--- config.mk ---
export PLATFORM = sky130hd
export DESIGN_NAME = txseq_top
export DESIGN_NICKNAME = d
export VERILOG_FILES = /design/src/rtl/txseq_pkg.sv /design/src/rtl/txseq_desc.sv /design/src/rtl/txseq_fsm.sv /design/src/rtl/txseq_top.sv
export SDC_FILE = /design/constraint.sdc
export NUM_CORES = 1
export LEC_CHECK = 0
export ABC_CLOCK_PERIOD_IN_PS = 5600
export BUFFER_PORTS_ARGS = -buffer_cell sky130_fd_sc_hd__clkbuf_2
export CAP_MARGIN = 20
export CELL_PAD_IN_SITES_DETAIL_PLACEMENT = 2
export CELL_PAD_IN_SITES_GLOBAL_PLACEMENT = 2
export CORE_ASPECT_RATIO = 1.2
export CORE_MARGIN = 2
export CORE_UTILIZATION = 39
export CTS_CLUSTER_DIAMETER = 120
export DETAILED_ROUTE_END_ITERATION = 6
export PLACE_DENSITY = 0.88
export SYNTH_ARGS = -nofsm -noshare
export SYNTH_HDL_FRONTEND = slang
export SYNTH_SLANG_ARGS = --single-unit
--- constraint.sdc ---
create_clock -name clk -period 5.6 [get_ports clk]
set_clock_uncertainty 0.2 [all_clocks]
set_input_delay 0.84 -clock clk [delete_from_list [all_inputs] [get_ports clk]]
set_output_delay 0.84 -clock clk [all_outputs]
set_load 0.01 [all_outputs]
--- src/rtl/txseq_pkg.sv ---
package txseq_pkg;
  typedef enum logic [1:0] {
    ST_IDLE  = 2'd0,
    ST_FETCH = 2'd1,
    ST_ESC   = 2'd2,
    ST_DATA  = 2'd3
  } seq_state_t;

  typedef enum logic [1:0] {
    K_SYNC = 2'd0,
    K_MARK = 2'd1,
    K_ESC  = 2'd2,
    K_DATA = 2'd3
  } line_kind_t;

  localparam logic [2:0] SEL_PADDR = 3'd0;
  localparam logic [2:0] SEL_PCNT  = 3'd1;
  localparam logic [2:0] SEL_AADDR = 3'd2;
  localparam logic [2:0] SEL_ACNT  = 3'd3;
  localparam logic [2:0] SEL_CTRL  = 3'd4;
  localparam logic [2:0] SEL_MODE  = 3'd5;
  localparam logic [2:0] SEL_ESC   = 3'd6;
endpackage

--- src/rtl/txseq_desc.sv ---
module txseq_desc #(
  parameter int ADDR_W = 18,
  parameter int EXT_W  = 2,
  parameter int CNT_W  = 16,
  parameter int DATA_W = 16
) (
  input  logic              clk,
  input  logic              rst_n,
  input  logic              wr_addr,
  input  logic              wr_cnt,
  input  logic [DATA_W-1:0] wr_data,
  input  logic [EXT_W-1:0]  wr_ext,
  input  logic              adv,
  output logic [ADDR_W-1:0] addr_o,
  output logic              zero_o,
  output logic              last_o,
  output logic              normal_o
);
  localparam int LOW_W = ADDR_W - EXT_W;
  localparam int FLD_W = CNT_W - 1;

  logic [ADDR_W-1:0] addr_q, addr_d;
  logic [CNT_W-1:0]  cnt_q, cnt_d;
  logic              en;

  always_comb begin
    addr_d = addr_q;
    cnt_d  = cnt_q;
    if (adv) begin
      addr_d = addr_q + ADDR_W'(1);
      cnt_d  = {cnt_q[CNT_W-1], cnt_q[FLD_W-1:0] + FLD_W'(1)};
    end
    if (wr_addr) addr_d = {wr_ext, wr_data[LOW_W-1:0]};
    if (wr_cnt)  cnt_d  = wr_data[CNT_W-1:0];
  end

  assign en = adv | wr_addr | wr_cnt;

  always_ff @(posedge clk or negedge rst_n) begin
    if (!rst_n) begin
      addr_q <= '0;
      cnt_q  <= '0;
    end else if (en) begin
      addr_q <= addr_d;
      cnt_q  <= cnt_d;
    end
  end

  assign addr_o   = addr_q;
  assign zero_o   = (cnt_q[FLD_W-1:0] == '0);
  assign last_o   = &cnt_q[FLD_W-1:0];
  assign normal_o = cnt_q[CNT_W-1];

  // one step of the count field per character, mark bit kept
  a_r3_count_step: assert property (@(posedge clk) disable iff (!rst_n)
    adv && !wr_cnt |=> (cnt_q[FLD_W-1:0] == $past(cnt_q[FLD_W-1:0]) + FLD_W'(1))
                       && (cnt_q[CNT_W-1] == $past(cnt_q[CNT_W-1])));
endmodule

--- src/rtl/txseq_fsm.sv ---
module txseq_fsm
  import txseq_pkg::*;
(
  input  logic       clk,
  input  logic       rst_n,
  input  logic       go,
  input  logic       act_zero,
  input  logic       ctl_valid,
  input  logic       ctl_esc,
  input  logic       tx_ready,
  output seq_state_t state_o,
  output logic       fetch_req,
  output logic       adv
);
  seq_state_t state_q, state_d;

  always_comb begin
    state_d = state_q;
    unique case (state_q)
      ST_IDLE:  if (go && !act_zero) state_d = ST_FETCH;
      ST_FETCH: begin
        if (!go)            state_d = ST_IDLE;
        else if (ctl_valid) state_d = ctl_esc ? ST_ESC : ST_DATA;
      end
      ST_ESC:   if (tx_ready) state_d = ST_DATA;
      ST_DATA:  if (tx_ready) state_d = ST_IDLE;
      default:  state_d = ST_IDLE;
    endcase
  end

  always_ff @(posedge clk or negedge rst_n) begin
    if (!rst_n) state_q <= ST_IDLE;
    else        state_q <= state_d;
  end

  assign state_o   = state_q;
  assign fetch_req = (state_q == ST_FETCH);
  assign adv       = (state_q == ST_DATA) && tx_ready;

  // abort while waiting for a control byte returns to idle
  a_r9_abort_fetch: assert property (@(posedge clk) disable iff (!rst_n)
    (state_q == ST_FETCH) && !go |=> (state_q == ST_IDLE));
endmodule

--- src/rtl/txseq_top.sv ---
module txseq_top
  import txseq_pkg::*;
#(
  parameter int ADDR_W = 18,
  parameter int EXT_W  = 2,
  parameter int CNT_W  = 16,
  parameter int DATA_W = 16,
  parameter int MODE_W = 3,
  parameter int CHAR_W = 8
) (
  input  logic              clk,
  input  logic              rst_n,
  input  logic              wr_en,
  input  logic [2:0]        wr_sel,
  input  logic [DATA_W-1:0] wr_data,
  input  logic [EXT_W-1:0]  wr_ext,
  input  logic              ctl_valid,
  input  logic [CHAR_W-1:0] ctl_byte,
  input  logic              tx_ready,
  input  logic              chk_taken,
  input  logic              mem_nxm,
  input  logic              mem_perr,
  output logic              fetch_req,
  output logic [ADDR_W-1:0] fetch_addr,
  output logic [1:0]        tx_kind,
  output logic [CHAR_W-1:0] esc_char,
  output logic [MODE_W-1:0] tx_mode,
  output logic              send_chk1,
  output logic              go,
  output logic              use_alt,
  output logic              err_nxm,
  output logic              err_perr
);
  localparam int NMODE_LSB = 4;

  // descriptor tables: index 0 principal, 1 alternate
  logic [1:0]        d_wr_addr, d_wr_cnt, d_adv, d_zero, d_last, d_normal;
  logic [ADDR_W-1:0] d_addr [2];

  seq_state_t state;
  logic       adv;

  logic              go_q, go_d, alt_q, alt_d;
  logic              imark_q, imark_d, chken_q, chken_d;
  logic [MODE_W-1:0] nmode_q, nmode_d, mode_q, mode_d;
  logic [CHAR_W-1:0] esc_q, esc_d, ctl_q, ctl_d;
  logic              chk1_q, chk1_d, nxm_q, nxm_d, perr_q, perr_d;

  logic act_zero, oth_zero, act_last, act_normal;
  logic wr_ctrl, wr_mode, wr_escr;
  logic expire, idle_flip, idle_empty;
  line_kind_t kind;

  generate
    for (genvar t = 0; t < 2; t++) begin : g_tbl
      assign d_wr_addr[t] = wr_en && (wr_sel == 3'(2 * t));
      assign d_wr_cnt[t]  = wr_en && (wr_sel == 3'(2 * t + 1));
      assign d_adv[t]     = adv && (alt_q == (t != 0));

      txseq_desc #(
        .ADDR_W(ADDR_W), .EXT_W(EXT_W), .CNT_W(CNT_W), .DATA_W(DATA_W)
      ) i_desc (
        .clk      (clk),
        .rst_n    (rst_n),
        .wr_addr  (d_wr_addr[t]),
        .wr_cnt   (d_wr_cnt[t]),
        .wr_data  (wr_data),
        .wr_ext   (wr_ext),
        .adv      (d_adv[t]),
        .addr_o   (d_addr[t]),
        .zero_o   (d_zero[t]),
        .last_o   (d_last[t]),
        .normal_o (d_normal[t])
      );
    end
  endgenerate

  assign act_zero   = d_zero[alt_q];
  assign oth_zero   = d_zero[~alt_q];
  assign act_last   = d_last[alt_q];
  assign act_normal = d_normal[alt_q];

  txseq_fsm i_fsm (
    .clk       (clk),
    .rst_n     (rst_n),
    .go        (go_q),
    .act_zero  (act_zero),
    .ctl_valid (ctl_valid),
    .ctl_esc   (ctl_byte[1]),
    .tx_ready  (tx_ready),
    .state_o   (state),
    .fetch_req (fetch_req),
    .adv       (adv)
  );

  assign wr_ctrl    = wr_en && (wr_sel == SEL_CTRL);
  assign wr_mode    = wr_en && (wr_sel == SEL_MODE);
  assign wr_escr    = wr_en && (wr_sel == SEL_ESC);
  assign expire     = adv && act_last;
  assign idle_flip  = (state == ST_IDLE) && go_q && act_zero && !oth_zero;
  assign idle_empty = (state == ST_IDLE) && go_q && act_zero && oth_zero;

  always_comb begin
    go_d    = go_q;
    alt_d   = alt_q;
    imark_d = imark_q;
    chken_d = chken_q;
    nmode_d = nmode_q;
    mode_d  = mode_q;
    esc_d   = esc_q;
    ctl_d   = ctl_q;
    chk1_d  = chk1_q;
    nxm_d   = nxm_q;
    perr_d  = perr_q;

    if (expire || idle_flip) alt_d = ~alt_q;
    if (wr_ctrl) begin
      go_d    = wr_data[0];
      alt_d   = wr_data[1];
      imark_d = wr_data[2];
      chken_d = wr_data[3];
      nmode_d = wr_data[NMODE_LSB +: MODE_W];
      nxm_d   = 1'b0;
      perr_d  = 1'b0;
    end
    if (mem_nxm)  nxm_d  = 1'b1;
    if (mem_perr) perr_d = 1'b1;
    if (mem_nxm || mem_perr || (expire && oth_zero) || idle_empty) go_d = 1'b0;

    if (expire && !act_normal) mode_d = nmode_q;
    if (wr_mode) mode_d = wr_data[MODE_W-1:0];
    if (wr_escr) esc_d = wr_data[CHAR_W-1:0];

    if ((state == ST_FETCH) && ctl_valid) ctl_d = ctl_byte;

    if (chk_taken) chk1_d = 1'b0;
    if ((adv && ctl_q[3]) || (expire && !act_normal && chken_q)) chk1_d = 1'b1;
  end

  always_ff @(posedge clk or negedge rst_n) begin
    if (!rst_n) begin
      go_q    <= 1'b0;
      alt_q   <= 1'b0;
      imark_q <= 1'b0;
      chken_q <= 1'b0;
      nmode_q <= '0;
      mode_q  <= '0;
      esc_q   <= '0;
      ctl_q   <= '0;
      chk1_q  <= 1'b0;
      nxm_q   <= 1'b0;
      perr_q  <= 1'b0;
    end else begin
      go_q    <= go_d;
      alt_q   <= alt_d;
      imark_q <= imark_d;
      chken_q <= chken_d;
      nmode_q <= nmode_d;
      mode_q  <= mode_d;
      esc_q   <= esc_d;
      ctl_q   <= ctl_d;
      chk1_q  <= chk1_d;
      nxm_q   <= nxm_d;
      perr_q  <= perr_d;
    end
  end

  always_comb begin
    unique case (state)
      ST_DATA: kind = K_DATA;
      ST_ESC:  kind = K_ESC;
      default: kind = (imark_q && d_zero[0] && d_zero[1]) ? K_MARK : K_SYNC;
    endcase
  end

  assign tx_kind    = kind;
  assign fetch_addr = d_addr[alt_q];
  assign esc_char   = esc_q;
  assign tx_mode    = mode_q;
  assign send_chk1  = chk1_q;
  assign go         = go_q;
  assign use_alt    = alt_q;
  assign err_nxm    = nxm_q;
  assign err_perr   = perr_q;

  // an expiring count flips the table unless the host overrides it
  a_r4_switch: assert property (@(posedge clk) disable iff (!rst_n)
    expire && !wr_ctrl |=> (alt_q != $past(alt_q)));
  // nothing left in either table stops transmission
  a_r5_empty_stop: assert property (@(posedge clk) disable iff (!rst_n)
    expire && oth_zero |=> !go_q);
  // a normal count keeps the mode on expiry
  a_r6_normal_keeps_mode: assert property (@(posedge clk) disable iff (!rst_n)
    expire && act_normal && !wr_mode |=> $stable(mode_q));
  // the escape slot leaves the descriptor where it was
  a_r8_esc_hold: assert property (@(posedge clk) disable iff (!rst_n)
    (state == ST_ESC) && !wr_en |=> $stable(fetch_addr));
  // a memory error stops the line and is recorded
  a_r10_err_stops: assert property (@(posedge clk) disable iff (!rst_n)
    mem_nxm || mem_perr |=> !go_q && (nxm_q || perr_q));
endmodule

Yosys cells after proc, flatten, opt, wreduce, memory -nomap -nowiden. Cells that the tools add are included.

Add/subtract/negate cells: 4. $mul: 0. Div/mod/pow operators: 0. Order comparisons: 3. Eq/ne operators: 13. Shift-type cells: 0. Muxes and demuxes: 39. Bitwise gates (word level): 6. Reductions and logical operators: 54.

Operator list (count): $mux W18 (7); $add A18 B1 Y18 const B (2); $mux W16 (2); $add A15 B1 Y15 const B (2); $logic_not A15 Y1 (2); $mux W15 (2); $reduce_and A15 Y1 (2); $logic_and A1 B1 Y1 (23); $reduce_bool A2 Y1 (10); $mux W1 (19); $reduce_and A2 Y1 (6); $mux W2 (5); $eq A3 B3 Y1 const B (3); $pmux W2 S4 (1); $eq A3 B2 Y1 const B (2); $mux W3 (2); $logic_or A1 B1 Y1 (5); $eq A2 B2 Y1 const B (2); $lt A1 B2 Y1 const B (2); $ne A2 B2 Y1 const B (2); $or A1 B1 Y1 (4); $pmux W2 S2 (1); $reduce_and A4 Y1 (1); $eq A3 B1 Y1 const B (1); other kinds (9) (11).

Bits in registers: 95. Bits in latches: 0. Bits in writable memories: 0. Memory bits (read-only): 0. Input port bits: 37. Logic and storage cells: 137. Memories kept: 0.

Longest topological paths before layout. Gate-level depths: netlist of the first run.

Depth after elaboration: 8. Mapped depth: 8. Depth with buffers taken out: 8.

By module. A second synthesis of the first run with hierarchy kept.

Cell total of the unflattened synthesis: 567. Area, all modules: 5415.2 sq um.

By module, submodules not included: txseq_desc (times used 2, cells each 223, area each 2018.2 sq um, seq. area each 850.8 sq um); txseq_top (times used 1, cells each 110, area each 1263.7 sq um, seq. area each 550.5 sq um); txseq_fsm (times used 1, cells each 11, area each 115.1 sq um, seq. area each 50.0 sq um).

Least setup slack after synthesis of the first run. Ideal clock, no wire load.

Path kind: flip-flop to output port. Start point: register g_tbl[0].i_desc.cnt_q[0]. End point: output tx_kind[0]. Arrival: 1.382 ns. Data required time: 4.560 ns. Slack: 3.178 ns. Stages on the path, launching flop included: 6. Path through: dfrtp_1 > inv_1 > ha_1 > and2b_2 > nand4_1 > o41ai_1.

Word-level cells in the longest chain between the ends: 5.

RTL lines: from (decl) (RTL line txseq_desc.sv:23) `logic [CNT_W-1:0] cnt_q, cnt_d;`; from (signal assigned) (RTL line txseq_desc.sv:45) `cnt_q <= cnt_d;`; $logic_not A15 Y1 (RTL line txseq_desc.sv:50) `assign zero_o = (cnt_q[FLD_W-1:0] == '0);`; $logic_and A1 B1 Y1 (2 in series) (RTL line txseq_top.sv:172) `default: kind = (imark_q && d_zero[0] && d_zero[1]) ? K_MARK : K_SYNC;`; $mux W1 (RTL line txseq_top.sv:172); $pmux W2 S2 (RTL line txseq_top.sv:169) `unique case (state)`; to (decl) (RTL line txseq_top.sv:25) `output logic [1:0] tx_kind,`.

Every way passes these cells.

Worst setup path after layout of the first run.
Start point: register g_tbl[0].i_desc.cnt_q[4]. End point: output tx_kind[0].

Same word-level chain as after synthesis.

==> impl_metrics.ini, run 1 <==
[yosys]
synth-edff-count = 0
synthArstFlopShare_pct = 100
syn_avg_cell_area_um2 = 9.83
synth_top_cell_area_share_pct = 44.2
synth-seq-cells = 92
mappedNetlistNets = 573
syn_inst = 530
synth_top_area_cell = dfrtp_1
synthTopCellsByCount = 92 x dfrtp_1, 86 x nand2_1, 42 x o21ai_0
yosysUniqueCellTypes = 52
syn_area_um2 = 5210
yosys_most_used_dff = dfrtp_1
yosysMostFrequentCell = dfrtp_1
yosys-top-cells-area = dfrtp_1 44%, mux2_2 7.6%, xor2_1 6.4%, nand2_1 6.2%, xnor2_1 4.4%
yosysSeqAreaShare_pct = 44.2
yosysWarnings = 0

[run_status]
status = completed

[timing]
rsz0062_at_grt = false
fin_crit_sh_pct = 56.5
hold_viol_final = 0
worstMarginPinSlew_ns = 0.765
period_needed_ns = 3.17
max_freq_ghz = 0.316
slew_violations = 0
setup_viol = 0
fin_setup_tns_ns = 0
relSlewSlack_pct = 49.0

[routing]
drt_iter0_drc = 147
wl_met3_um = 379
routed_wirelength_um = 17300
wl_met2_um = 9460
dr.pass1.iters = 4
post-route-drc-count = 0
wl_per_cell_um = 22.7
highest_layer = met4
postRouteAntennaNets = 0
vias = 4240
routed_via_density = 5.55
wl_met1_um = 6990

[setup_path]
critPathLaunch = g_tbl[0].i_desc.cnt_q[4]
crit_path_end_kind = output pin
critPathRequiredTime_ns = 4.56
reg2reg_depth = 6
r2r_setup_slack_ns = 2.81
cp.arrival_ns = 2.13
startpoint_type = flop
worstSetupPathType = reg -> out
crit_path_end = tx_kind[0]
crit-reg2reg-launch = i_fsm.state_o[0]
path_max_fanout = 4
timing.rr.end = tx_mode[1]

[clocking]
post_cts_resized = 0
clock-root-buffer = clkbuf_16
cts.clk_slew.worst_paths_ns = 0.07
numCtsBuffers = 9
htree_levels = 3
cts_buffer_depth = 2
post_cts_buffers = 0
clkSinkCount = 92
worst_skew_pair.late_latency_ns = 0.35
cts_hold_buf = 0
cts_tree = done

[finish]
fillers = 1395
drive_gt1_share_pct = 26.7
seq_area_um2 = 2300
area_growth_pct = 14.8
finalNonFillerCells = 764
nNetsFinal = 635
diodes = 0
multi_input_area_um2 = 2770
final_core_util_pct = 45.6

[pwr]
vdd_drop_max_mv = 0.146
power_leakage_uw = 0.00251
p_per_area_nw_per_um2 = 335

[hold_path]
hold_class = in -> async

[global_routing]
grt_max_degree = 57
grt_pass1_wl_um = 27900
grt-ovfl-total = 0
antenna_found_initial = 0
track_usage_pct = 26.0
grt_pass1_vias = 4921

[run]
maxCapViolCount = 0

[floorplanning]
dieArea_um2 = 14300
start_util_pct = 39.7
die_y_um = 131
num_io_pins = 74
core_um2 = 13100
std_cell_rows = 46
die_x_um = 110

[place]
portBuffers = 67
hpwl_um = 11500
place_inst = 749
routabilityCongestion = 0.817
-- through the flow --
step	power, µW	hold WS [ns]	area [µm²]	setup slack, ns
6_report	2000	0.249	5980	2.43
5_1_grt	2100	0.282	5980	2.33
3_3_place_gp	1340	0.261	5690	2.74
4_1_cts	2020	0.266	5980	2.40
2_1_floorplan	1190	0.250	5210	3.18
3_5_place_dp	1380	0.284	5690	2.51
-- registers in the layout, indices dropped and copies added (netlist names), named ones only --
name	cells
ctl_q	1
i_fsm.state_o	1
chken_q	1
g_tbl.i_desc.cnt_q	32
nmode_q	3
esc_char	8
use_alt	1
tx_mode	3
err_perr	1
send_chk1	1
go	1
err_nxm	1
imark_q	1
g_tbl.i_desc.addr_o	36
-- routing by layer --
metal | GRT usage (%) | up-vias
li1 | - | 1959
met4 | 9.98 | 0
met5 | 0 | -
met2 | 46.9 | 70
met1 | 30.9 | 2174
met3 | 4.07 | 37
-- area by class of cell --
| cell class | instances | area share [%] |
|---|---|---|
| clock inverter | 1 | 0.0837 |
| multi-input combinational | 409 | 46.3 |
| tap | 168 | 3.51 |
| sequential | 92 | 38.5 |
| clock buffer | 14 | 4.75 |
| inverter | 7 | 0.439 |
| timing repair buffer | 73 | 6.40 |
-- logic make-up after synthesis --
family	after synthesis	synth area share, %
AND/OR/NAND/NOR	213	22.6
buffers and inverters	29	2.93
XOR/XNOR	64	10.8
flip-flops	92	44.2
AO/OA/AOI/OAI	82	8.74
adder cells (fa/ha/maj)	6	1.44
multiplexers	44	9.39
-- report_power, final --
group	internal (µW)	leakage [µW]	switching (µW)	total, µW
Sequential	787	0.00112	156	944
Combinational	210	0.00125	239	449
Clock	347	0.000145	262	609
Total	1340	0.00251	657	2000
-- critical path: stages (launching register included) --
cell,delay (ns)
dfrtp_1,0.46
nor4_2,0.37
nand4_1,0.28
o41ai_1,0.46
clkbuf_2,0.21
-- worst min-delay path by stage --
stage	from	endpoint
after floorplan	chken_q	send_chk1
after CTS	rst_n	esc_char[3]
final	rst_n	esc_char[4]
after global routing	rst_n	esc_char[4]
after detailed placement	err_perr	err_perr
after global placement	err_perr	err_perr
-- cells in the final DEF, fill, tap and decap left out, types with 4 or more instances in the layout --
cell	instances
dfrtp_1	92
a21oi_1	19
ha_1	6
clkbuf_2	66
mux2_2	35
xnor2_1	26
clkbuf_8	4
buf_4	7
mux2i_1	8
nand2_1	86
clkbuf_16	9
nor4_2	6
nor2_1	37
nand4_1	10
o21ai_1	11
xor2_1	38
nand3_1	20
and3_1	13
inv_1	7
o21ai_0	42
No activity file was read; power rests on OpenSTA's default activity.
==> run 2: changes to the inputs <==
--- a/config.mk
+++ b/config.mk
@@ -5,17 +5,17 @@
 export SDC_FILE = /design/constraint.sdc
 export NUM_CORES = 1
 export LEC_CHECK = 0
-export ABC_CLOCK_PERIOD_IN_PS = 5600
+export ABC_CLOCK_PERIOD_IN_PS = 2600
 export BUFFER_PORTS_ARGS = -buffer_cell sky130_fd_sc_hd__clkbuf_2
 export CAP_MARGIN = 20
 export CELL_PAD_IN_SITES_DETAIL_PLACEMENT = 2
 export CELL_PAD_IN_SITES_GLOBAL_PLACEMENT = 2
 export CORE_ASPECT_RATIO = 1.2
 export CORE_MARGIN = 2
-export CORE_UTILIZATION = 39
+export CORE_UTILIZATION = 33
 export CTS_CLUSTER_DIAMETER = 120
 export DETAILED_ROUTE_END_ITERATION = 6
-export PLACE_DENSITY = 0.88
+export PLACE_DENSITY = 0.8
 export SYNTH_ARGS = -nofsm -noshare
 export SYNTH_HDL_FRONTEND = slang
 export SYNTH_SLANG_ARGS = --single-unit
==> constraint.sdc (replaced) <==
create_clock -name clk -period 2.6 [get_ports clk]
set_clock_uncertainty 0.2 [all_clocks]
set_input_delay 0.39 -clock clk [delete_from_list [all_inputs] [get_ports clk]]
set_output_delay 0.39 -clock clk [all_outputs]
set_load 0.01 [all_outputs]
==> impl_metrics.ini, run 2 (synthesis gave the netlist of run 1 again) <==
[place]
place_inst = 798
portBuffers = 67
routabilityCongestion = 0.800
hpwl_um = 11400
preCtsSetupSlack_ns = 0.241

[timing]
period_needed_ns = 2.52
setup_viol = 0
max_freq_ghz = 0.396
fin_crit_sh_pct = 97.1
fin_ws_ns = 0.0764
relSlewSlack_pct = 57.8
fin_setup_tns_ns = 0
rsz0062_at_grt = true
slew_violations = 0
worstMarginPinSlew_ns = 0.630
hold_viol_final = 0

[routing]
postRouteAntennaNets = 0
wl_per_cell_um = 19.4
routed_wirelength_um = 15900
dr.pass1.iters = 4
post-route-drc-count = 0
routed_via_density = 5.18
drt_iter0_drc = 145
vias = 4236

[pwr]
power_leakage_uw = 0.00260
p_int_uw = 2860
pwr-share-clk_pct = 29.5
p_per_area_nw_per_um2 = 684
sw_frac_of_total_pct = 32.4
combPwrFrac_pct = 22.5
pwr-share-seq_pct = 48.0
p_total_uw = 4230
vdd_drop_max_mv = 0.288
p_sw_uw = 1370

[setup_path]
cp.arrival_ns = 1.93
startpoint_type = flop
crit_path_end_kind = output pin
critPathRequiredTime_ns = 2.01
path_max_fanout = 4
worstSetupPathType = reg -> out

[clocking]
clock-root-buffer = clkbuf_16
cts.clk_slew.worst_paths_ns = 0.06
numCtsBuffers = 9
cts_buffer_depth = 2
htree_levels = 3
clkSinkCount = 92
worst_skew_pair.late_latency_ns = 0.35
cts_tree = done

[finish]
area_growth_pct = 18.6
layout_common_cells = 90 x dfrtp_1, 86 x nand2_1, 65 x clkbuf_2
drive_gt1_share_pct = 28.4
finalNonFillerCells = 817
largest_register_ffs = 36
diodes = 0
final_core_util_pct = 39.8
final_common_cell = dfrtp_1
nNetsFinal = 648

[global_routing]
grt_pass1_wl_um = 26300
grt_pass1_vias = 4730
track_usage_pct = 20.1
grt_max_degree = 42
grt-ovfl-total = 0
antenna_found_initial = 0

[run_status]
status = completed

[floorplanning]
std_cell_rows = 50
die_x_um = 119
start_util_pct = 33.6
core_um2 = 15500
dieArea_um2 = 16800
die_y_um = 142
num_io_pins = 74

[hold_path]
hold_class = in -> reg

[run]
maxCapViolCount = 0
-- run 2: changes by cell type in the layout (fill, tap and decap cells not counted), sizes merged --
cell | previous run | this run
clkbuf | 80 | 78
buf | 7 | 20
dlygate4sd3 | 0 | 1
clkinv | 1 | 2
-- run 2: repair_timing --
action | CTS | global route
pin swaps | 1 | 4
resized for setup | 1 | 8
endpoints found under the hold margin | 36 | 0
setup endpoints to repair | 1 | 1
setup buffers | 1 | 2
hold buffers | 1 | 0
-- run 2: final timing paths --
kind / slack [ns] / startpoint / depth (start not counted) / end
setup / recovery: 0.08 / g_tbl[1].i_desc.cnt_q[13] / 4 / tx_kind[0]
hold / removal: 0.04 / mem_nxm / 2 / err_nxm
setup reg to reg: 0.33 / flop / 6 / g_tbl[1].i_desc.cnt_q[13]
hold reg to reg: 0.29 / err_nxm / 1 / err_nxm
max in group asynchronous: 1.18 / rst_n / 3 / g_tbl[0].i_desc.cnt_q[11]
min in group asynchronous: 0.37 / rst_n / 2 / esc_char[2]
-- run 2: area by class of cell --
type / instances / area, µm²
clock inverter: 2 / 10.0
inverter: 7 / 26.3
multi-input combinational: 409 / 2820
timing repair buffer: 86 / 495
fill: 1767 / 9330
clock buffer: 13 / 260
sequential: 92 / 2300
tap: 208 / 260
-- run 2: worst max-delay path: stages, from the launching register on --
cell	delay (ns)
dfrtp_2	0.45
nor4_4	0.38
nand4_4	0.19
o41ai_4	0.37
buf_2	0.19
-- run 2: power by group through the flow --
stage	logic (µW)	registers, µW	clock network [µW]
2_1_floorplan	595	1970	0
3_3_place_gp	893	2010	0
3_5_place_dp	942	2040	0
4_1_cts	958	2020	1280
5_1_grt	1060	2080	1330
6_report	951	2030	1250
-- run 2: layer usage --
| layer | track usage (%) | wire length (µm) |
|---|---|---|
| met4 | 6.95 | 239 |
| met1 | 24.1 | 6580 |
| met5 | 0 | 0 |
| met3 | 2.37 | 353 |
| met2 | 37.0 | 8690 |
-- run 2: stage by stage --
| step | hold WS, ns | cell area, µm² |
|---|---|---|
| after floorplan | -0.106 | 5210 |
| after global placement | 0.198 | 5820 |
| after detailed placement | 0.207 | 5820 |
| after CTS | 0.0379 | 6120 |
| after global routing | 0.0574 | 6180 |
| final | 0.0427 | 6180 |
==> run 3: changes to the inputs <==
--- a/config.mk
+++ b/config.mk
@@ -5,6 +5,7 @@
 export SDC_FILE = /design/constraint.sdc
 export NUM_CORES = 1
 export LEC_CHECK = 0
+export ABC_AREA = 1
 export ABC_CLOCK_PERIOD_IN_PS = 2600
 export BUFFER_PORTS_ARGS = -buffer_cell sky130_fd_sc_hd__clkbuf_2
 export CAP_MARGIN = 20
@@ -12,7 +13,7 @@
 export CELL_PAD_IN_SITES_GLOBAL_PLACEMENT = 2
 export CORE_ASPECT_RATIO = 1.2
 export CORE_MARGIN = 2
-export CORE_UTILIZATION = 33
+export CORE_UTILIZATION = 31
 export CTS_CLUSTER_DIAMETER = 120
 export DETAILED_ROUTE_END_ITERATION = 6
 export PLACE_DENSITY = 0.8
==> impl_metrics.ini, run 3 <==
[yosys]
synth-seq-cells = 92
muxShareOfSynthArea_pct = 0.375
synth-edff-count = 0
syn_avg_cell_area_um2 = 7.66
synthTopCellsByCount = 207 x nand2_1, 93 x inv_1, 92 x dfrtp_1
yosysUniqueCellTypes = 44
mappedNetlistNets = 784
synth_xor_area_share_pct = 6.17
yosys_most_used_dff = dfrtp_1
yosysWarnings = 0
synthArstFlopShare_pct = 100
synth_top_area_cell = dfrtp_1
synthAdderAreaFrac_pct = 1.32
synthSimpleGateAreaFrac_pct = 28.5
synth_top_cell_area_share_pct = 40.6
synth_top_family_by_area = simple AND/OR/NAND/NOR gates
syn_area_um2 = 5680
yosys-top-cells-area = dfrtp_1 41%, nand2_1 14%, inv_1 6.2%, xor2_1 5.2%, o221ai_1 4.8%
syn_inst = 741
synth-compound-area-share_pct = 15.0
yosysSeqAreaShare_pct = 40.6
yosysMostFrequentCell = nand2_1

[setup_path]
cpMostUsedCell = nand2_1
critPathRequiredTime_ns = 2.01
worstSetupPathType = reg -> out
startpoint_type = flop
path_max_fanout = 5
cpPeakStageDelay_ns = 0.43
path_cells = inv_1 > ha_1 > nand2_1 > nor2_1 > nand2_1 > o32ai_1 > clkbuf_2
crit_path_end_kind = output pin
cpLargestDelayFamily = flip-flops
path_buf_inv = 2
cp.arrival_ns = 1.82
crit_slowest_cell = dfrtp_1

[routing]
dr.pass1.iters = 4
wl_per_cell_um = 19.7
highest_layer = met4
post-route-drc-count = 0
wl_met3_um = 545
routed_via_density = 5.16
postRouteAntennaNets = 0
routed_wirelength_um = 20600
drt_iter0_drc = 280
wl_met1_um = 9140
wl_met2_um = 10400
vias = 5412

[floorplanning]
num_io_pins = 74
std_cell_rows = 54
die_y_um = 152
die_x_um = 128
core_um2 = 18000
start_util_pct = 31.5
dieArea_um2 = 19400

[finish]
largest_register_ffs = 36
final_common_cell = nand2_1
nNetsFinal = 862
fillers = 2128
layout_common_cells = 207 x nand2_1, 93 x inv_1, 92 x dfrtp_1
seq_area_um2 = 2300
finalNonFillerCells = 1049
area_growth_pct = 18.3
drive_gt1_share_pct = 17.8
multi_input_area_um2 = 2920

[pwr]
p_per_area_nw_per_um2 = 760
power_leakage_uw = 0.00320
vdd_drop_max_mv = 0.291

[run_status]
status = completed

[clocking]
clkSinkCount = 92
numCtsBuffers = 9
post_cts_buffers = 0
cts_tree = done
cts_buffer_depth = 2
htree_levels = 3
clock-root-buffer = clkbuf_16
worst_skew_pair.late_latency_ns = 0.36
cts.clk_slew.worst_paths_ns = 0.07

[timing]
slew_violations = 0
worstMarginPinSlew_ns = 0.550
fin_crit_sh_pct = 92.5
setup_viol = 0
hold_viol_final = 0
holdWs_ns = 0.0606
period_needed_ns = 2.41
relSlewSlack_pct = 63.3
fin_setup_tns_ns = 0
rsz0062_at_grt = false
max_freq_ghz = 0.416

[hold_path]
hold_class = in -> reg

[place]
hpwl_um = 15500
routabilityCongestion = 0.797
portBuffers = 67
place_inst = 1031

[global_routing]
track_usage_pct = 21.9
grt-ovfl-total = 0
grt_pass1_vias = 6111
grt_pass1_wl_um = 33100
grt_max_degree = 46
antenna_found_initial = 0

[run]
maxCapViolCount = 0
[run 3: path summary, 6_finish.rpt]
check / startpoint / to / slack (ns) / cells after the start
worst max register to register: flop / g_tbl[0].i_desc.addr_o[9] / 0.32 / 8
min in group asynchronous: rst_n / g_tbl[0].i_desc.addr_o[17] / 0.33 / 2
worst min register to register: esc_char[5] / esc_char[5] / 0.30 / 2
worst min-delay path: mem_perr / err_perr / 0.06 / 3
worst max-delay path: g_tbl[1].i_desc.cnt_q[0] / tx_kind[0] / 0.19 / 7
max in group asynchronous: rst_n / esc_char[0] / 1.22 / 3
[run 3: logic make-up after synthesis]
group                    after synthesis
AND/OR/NAND/NOR                      357
AO/OA/AOI/OAI                        126
buffers and inverters                118
flip-flops                            92
XOR/XNOR                              40
adder cells (fa/ha/maj)                6
multiplexers                           2
[run 3: routing by layer]
metal / GRT usage [%] / vias up
met5: 0 / -
met4: 8.27 / 0
met3: 2.70 / 23
met2: 38.6 / 88
met1: 27.0 / 2710
li1: - / 2591
[run 3: where the power goes]
group	total (µW)	internal [µW]	switching (µW)
logic	1420	534	889
clock network	1590	968	626
registers	2090	1730	357
[run 3: final cells by class]
cell class | instances | share of cell area [%]
well taps | 224 | 4.18
repair buffers | 84 | 7.16
multi-input cells | 531 | 43.5
inverters | 101 | 5.65
diodes | 1 | 0.0373
clock inverters | 6 | 1.66
flip-flops and latches | 92 | 34.3
clock buffers | 10 | 3.56
[run 3: worst reg2reg max path, delay by kind of cell (launching register included)]
kind | cells | cell delay, ns
simple gates | 4 | 0.88
compound gates | 2 | 0.29
flops | 1 | 0.46
buf+inv | 2 | 0.39
[run 3: what timing repair did]
item	4_1_cts	5_1_grt
hold endpoints to repair	32	0
hold buffers	1	0
resized for setup	0	0
[run 3: metrics by stage]
stage	area (µm²)	utilization, %	setup slack, ns	total power (µW)
6_report	6710	37.2	0.195	5100
3_5_place_dp	6350	35.2	0.344	3530
5_1_grt	6710	37.2	0.0335	5430
4_1_cts	6710	37.2	0.164	5160
2_1_floorplan	5680	-	0.811	2950
3_3_place_gp	6350	35.2	0.396	3460
